File: src/rtl/bitrev_pkg.sv
package bitrev_pkg;
  localparam int unsigned ADDR_W  = 14;
  localparam int unsigned MAX_PTS = 1024;
  localparam int unsigned CNT_W   = $clog2(MAX_PTS + 1);

  typedef logic [ADDR_W-1:0] addr_t;
  typedef logic [CNT_W-1:0]  cnt_t;

  function automatic addr_t mirror(input addr_t v);
    addr_t r;
    for (int i = 0; i < ADDR_W; i++) r[i] = v[ADDR_W-1-i];
    return r;
  endfunction
endpackage

File: src/rtl/bitrev_mirror.sv
module bitrev_mirror #(
  parameter int unsigned W = 14
) (
  input  logic [W-1:0] in_word,
  output logic [W-1:0] out_word
);
  genvar g;
  generate
    for (g = 0; g < W; g++) begin : g_wire
      assign out_word[g] = in_word[W-1-g];
    end
  endgenerate
endmodule

File: src/rtl/bitrev_sequencer.sv
module bitrev_sequencer
  import bitrev_pkg::*;
(
  input  logic clk,
  input  logic rst_n,
  input  logic start,
  input  cnt_t point_count,
  output logic load_en,
  output logic step_en,
  output logic busy,
  output logic done
);
  logic busy_q, busy_d;
  logic done_q, done_d;
  cnt_t rem_q, rem_d;

  always_comb begin
    busy_d  = busy_q;
    rem_d   = rem_q;
    done_d  = 1'b0;
    load_en = 1'b0;
    step_en = 1'b0;
    if (!busy_q) begin
      if (start) begin
        load_en = 1'b1;
        if (point_count == '0) begin
          done_d = 1'b1;
        end else begin
          busy_d = 1'b1;
          rem_d  = point_count;
        end
      end
    end else begin
      step_en = 1'b1;
      if (rem_q == cnt_t'(1)) begin
        busy_d = 1'b0;
        done_d = 1'b1;
        rem_d  = '0;
      end else begin
        rem_d = rem_q - cnt_t'(1);
      end
    end
  end

  always_ff @(posedge clk or negedge rst_n) begin
    if (!rst_n) begin
      busy_q <= 1'b0;
      done_q <= 1'b0;
      rem_q  <= '0;
    end else begin
      busy_q <= busy_d;
      done_q <= done_d;
      rem_q  <= rem_d;
    end
  end

  assign busy = busy_q;
  assign done = done_q;

  assert_done_single_R6: assert property (@(posedge clk) disable iff (!rst_n)
    done_q |=> !done_q);
  assert_done_not_busy_R6: assert property (@(posedge clk) disable iff (!rst_n)
    done_q |-> !busy_q);
  assert_busy_has_work_R5: assert property (@(posedge clk) disable iff (!rst_n)
    busy_q |-> (rem_q != '0));
endmodule

File: src/rtl/bitrev_pointer.sv
module bitrev_pointer
  import bitrev_pkg::*;
(
  input  logic  clk,
  input  logic  rst_n,
  input  logic  load_en,
  input  logic  step_en,
  input  addr_t base_addr,
  input  addr_t modifier,
  output addr_t ptr,
  output addr_t mod_held
);
  addr_t ptr_q, ptr_d;
  addr_t mod_q, mod_d;
  logic  ptr_en;

  assign ptr_en = load_en | step_en;

  always_comb begin
    ptr_d = ptr_q;
    mod_d = mod_q;
    if (load_en) begin
      ptr_d = mirror(base_addr);
      mod_d = modifier;
    end else if (step_en) begin
      ptr_d = ptr_q + mod_q;
    end
  end

  always_ff @(posedge clk or negedge rst_n) begin
    if (!rst_n) begin
      ptr_q <= '0;
      mod_q <= '0;
    end else if (ptr_en) begin
      ptr_q <= ptr_d;
      mod_q <= mod_d;
    end
  end

  assign ptr      = ptr_q;
  assign mod_held = mod_q;
endmodule

File: src/rtl/bitrev_addr_gen.sv
module bitrev_addr_gen
  import bitrev_pkg::*;
(
  input  logic              clk,
  input  logic              rst_n,
  input  logic              start,
  input  logic [ADDR_W-1:0] base_addr,
  input  logic [ADDR_W-1:0] modifier,
  input  logic [CNT_W-1:0]  point_count,
  output logic [ADDR_W-1:0] addr_out,
  output logic              addr_valid,
  output logic              run_done
);
  logic [1:0] rst_sync_q;
  logic       rst_int_n;
  logic       load_en, step_en, busy, done;
  addr_t      ptr, mod_held;

  always_ff @(posedge clk or negedge rst_n) begin
    if (!rst_n) rst_sync_q <= 2'b00;
    else        rst_sync_q <= {rst_sync_q[0], 1'b1};
  end
  assign rst_int_n = rst_sync_q[1];

  bitrev_sequencer u_seq (
    .clk(clk), .rst_n(rst_int_n), .start(start), .point_count(point_count),
    .load_en(load_en), .step_en(step_en), .busy(busy), .done(done)
  );

  bitrev_pointer u_ptr (
    .clk(clk), .rst_n(rst_int_n), .load_en(load_en), .step_en(step_en),
    .base_addr(base_addr), .modifier(modifier), .ptr(ptr), .mod_held(mod_held)
  );

  bitrev_mirror #(.W(ADDR_W)) u_mir (.in_word(ptr), .out_word(addr_out));

  assign addr_valid = busy;
  assign run_done   = done;

  assert_first_is_base_R2: assert property (@(posedge clk) disable iff (!rst_int_n)
    (start && !addr_valid && point_count != '0) |=> (addr_valid && addr_out == $past(base_addr)));
  assert_step_by_mod_R3: assert property (@(posedge clk) disable iff (!rst_int_n)
    (addr_valid && $past(addr_valid)) |->
      (mirror(addr_out) == addr_t'(mirror($past(addr_out)) + mod_held)));
  assert_done_excl_R6: assert property (@(posedge clk) disable iff (!rst_int_n)
    !(run_done && addr_valid));
  assert_restart_ignored_R7: assert property (@(posedge clk) disable iff (!rst_int_n)
    (addr_valid && start) |=> (addr_valid || run_done));
  assert_empty_run_R8: assert property (@(posedge clk) disable iff (!rst_int_n)
    (start && !addr_valid && point_count == '0) |=> (run_done && !addr_valid));
endmodule

File: config.mk
export PLATFORM = sky130hd
export DESIGN_NAME = bitrev_addr_gen
export DESIGN_NICKNAME = d
export VERILOG_FILES = /design/src/rtl/bitrev_pkg.sv /design/src/rtl/bitrev_mirror.sv /design/src/rtl/bitrev_sequencer.sv /design/src/rtl/bitrev_pointer.sv /design/src/rtl/bitrev_addr_gen.sv
export SDC_FILE = /design/constraint.sdc
export NUM_CORES = 1
export LEC_CHECK = 0
export ABC_AREA = 1
export ABC_CLOCK_PERIOD_IN_PS = 1700
export CORE_ASPECT_RATIO = 1.5
export CORE_MARGIN = 2
export CORE_UTILIZATION = 45
export DETAILED_ROUTE_END_ITERATION = 12
export PLACE_DENSITY = 0.7
export SKIP_CTS_REPAIR_TIMING = 1
export SYNTH_ARGS = -nofsm -noshare
export SYNTH_HDL_FRONTEND = slang
export SYNTH_HIERARCHICAL = 1
export SYNTH_SLANG_ARGS = --single-unit
File: constraint.sdc
create_clock -name clk -period 1.7 [get_ports clk]
set_input_delay 0.34 -clock clk [delete_from_list [all_inputs] [get_ports clk]]
set_output_delay 0.34 -clock clk [all_outputs]
set_load 0.03 [all_outputs]
==> results.tsv <==
metric	value	unit
largest net degree at the start of global routing	42	
Final Hold Viols	0	
Gate Count Post-Synth	423	
Clock Skew	10.8	ps
CP Data Required Time	1880	ps
number of enable flip-flop cells after synthesis	0	
Yosys warning count	6	
Tot Pwr	4770	uW
Placed Cells	557	
Crit. End Element	flip-flop	
final core utilization	0.605	
initial core utilization	0.458	
Area growth syn-to-layout	32.1	%
DRT iter0 DRCs	138	
predominant post-synthesis flop cell	dfrtp_1	
insertion delay to the later sink of the worst-skew pair	290	ps
Fmax achieved	591	MHz
leakage power	0.00207	uW
Initial DRT Pass Iterations	4	
die extent in y	106	um
Highest Signal Layer	met4	
WHS	211	ps
DIE WIDTH	71.7	um
core box area	6760	sq um
Post-DP HPWL	5.82	mm
Met1 Wirelength	2.82	mm
DRC errors left	0	
FFs w/ async S/R, synth	1.00	
register area share after synthesis	0.348	
GRT Total Usage	0.214	
critical path class	flip-flop to flip-flop	
I/O pins	58	
Worst slew margin	0.518	
Seq. cell area	1080	sq um
VDD IR max	0.413	mV
R2R depth	8	
worst hold path class	primary input to async pin	
Worst R2R Setup Slack	7	ps
Max FO, Critical Path	5	
number of setup violations in the final report	0	
remaining global-route overflow	0	
CTS sink cnt	43	
fin crit share	0.996	
Synth Register Bits	43	
RSZ-0062 raised after global routing	yes	
fillers	659	
Final GP Congestion	0.896	
Critical R2R Capture	u_ptr/ptr[8]	
first-pass GRT wire length	13.1	mm
area of the multi-input gates	1840	sq um
total CTS buffers	5	
Syn Nets	481	
site row count	37	
initial antenna violation count	0	
Final Critical Period	1690	ps
met3 wire len	219	um
Syn Std Cell Area	3100	sq um
Finished Layout Cells	565	
worst endpoint data arrival time	1870	ps
Critical R2R Launch	u_ptr/ptr[0]	
CTS clk-pin slew, worst paths	90	ps
Root Buffer	clkbuf_8	
port buffer count	57	
number of global-route vias before repair	2987	
PD cells	1170	nW/um^2
kind of start point of the critical path	flip-flop	
drt total wl	7.71	mm
Synth cell types	30	
vias per cell	5.18	
outcome	complete, no violations	
Wirelength per Cell	13.6	um
H-tree depth	2	
CTS tree	done	
worst-margin pin slew	722	ps
max-cap violations	0	
Max clock buf depth	2	
met2 wire length	4.42	mm
share of cells above drive strength 1	0.199	
total vias in the final route	2929	
max-slew violations	0	
Die ar.	7570	sq um
Routed Antenna Nets	0	
syn avg cell area	7.32	sq um
nets	544	
Ant. Diodes	0	
[how the worst max path moves through the flow]
stage	depth (start not counted)	end	startpoint	slack, ps
finish	8	u_ptr/ptr[8]	u_ptr/ptr[0]	7
global route	8	u_ptr/ptr[8]	u_ptr/mod_held[0]	-50
CTS	6	u_ptr/ptr[7]	start	-180
detailed placement	6	u_ptr/ptr[7]	start	-490
global placement	6	u_ptr/ptr[5]	start	-390
floorplan	4	u_ptr/mod_held[10]	u_seq/busy	50
[flip-flops by register name, indices dropped and copies added, names as in the netlist]
name and flops:
u_ptr/mod_held 14, u_ptr/ptr 14, u_seq/rem_q 11, rst_sync_q 2, u_seq/busy 1, u_seq/done 1
[metal layers]
metal / up-vias / track usage
met3: 18 / 0.0229
met2: 56 / 0.411
met1: 1403 / 0.220
met5: - / 0
met4: 0 / 0.108
li1: 1452 / -
[power by group]
group,switching [uW],internal (uW)
combinational,1420,1180
clock,362,370
sequential,211,1220
total,2000,2780
[cell type report]
cell class              count  share of cell area
flip-flops and latches     43               0.263
clock buffers               7              0.0236
well taps                  78              0.0239
repair buffers             77               0.187
multi-input cells         305               0.451
clock inverters             1             0.00184
inverters                  54              0.0496
[cell usage in the layout, fill, tap and decap left out]
cell type,n
inv_1,52
o21ai_2,2
nand3_1,27
nand2_4,1
o21ai_1,5
nand3b_1,1
xnor2_2,1
clkdlybuf4s50_1,42
a22oi_1,10
dfrtp_1,43
inv_2,2
buf_4,18
clkinvlp_4,1
xnor2_1,5
o21ai_0,10
nor2_2,17
conb_1,1
mux2_2,14
nor2_4,2
nand4_1,3
a21oi_2,1
dlymetal6s2s_1,15
ha_1,3
nand3_4,1
nand2_1,123
buf_6,2
o211ai_1,1
a21oi_1,10
clkbuf_8,7
fa_2,1
nor2_1,36
ha_4,10
or2_4,1
ha_2,2
nor4_1,1
nand3_2,4
nand2_2,10
or2_0,1
or2_1,1
[cell families after synthesis]
kind of cell,count (synthesis),synth area share
compound gates,39,0.0744
buf+inv,75,0.116
fa+ha+maj,16,0.0671
flops,43,0.348
xor+xnor,6,0.0170
other cells,1,0.00121
mux,14,0.0509
simple gates,229,0.326
[through the flow]
stage | TNS (ps) | setup slack [ps] | area, sq um
finish | 0 | 7.22 | 4090
global route | -96.8 | -54.1 | 4090
CTS | -2420 | -180 | 3860
detailed placement | -9670 | -492 | 3760
global placement | -8470 | -395 | 3760
floorplan | 0 | 53.8 | 3100
[cells in the mapped netlist (6+ instances only)]
cell | count | share of area
a21oi_1 | 11 | 0.018
dfrtp_1 | 43 | 0.35
o21ai_0 | 10 | 0.016
nand2_2 | 9 | 0.018
nand3_1 | 29 | 0.047
buf_4 | 18 | 0.044
nor2_1 | 40 | 0.049
nand2_1 | 125 | 0.15
nor2_2 | 13 | 0.026
a22oi_1 | 10 | 0.024
inv_1 | 52 | 0.063
mux2_2 | 14 | 0.051
xnor2_1 | 6 | 0.017
ha_1 | 15 | 0.061
[worst max-delay path, stage by stage (launching register included)]
cell     delay [ps]
dfrtp_1         400
ha_2            200
fa_2            400
nand3_2         110
nand3_4         100
nand2_2          90
nand2_2          60
xnor2_2         140
o21ai_1          80
Note: power is estimated with default switching activity, not from simulation.
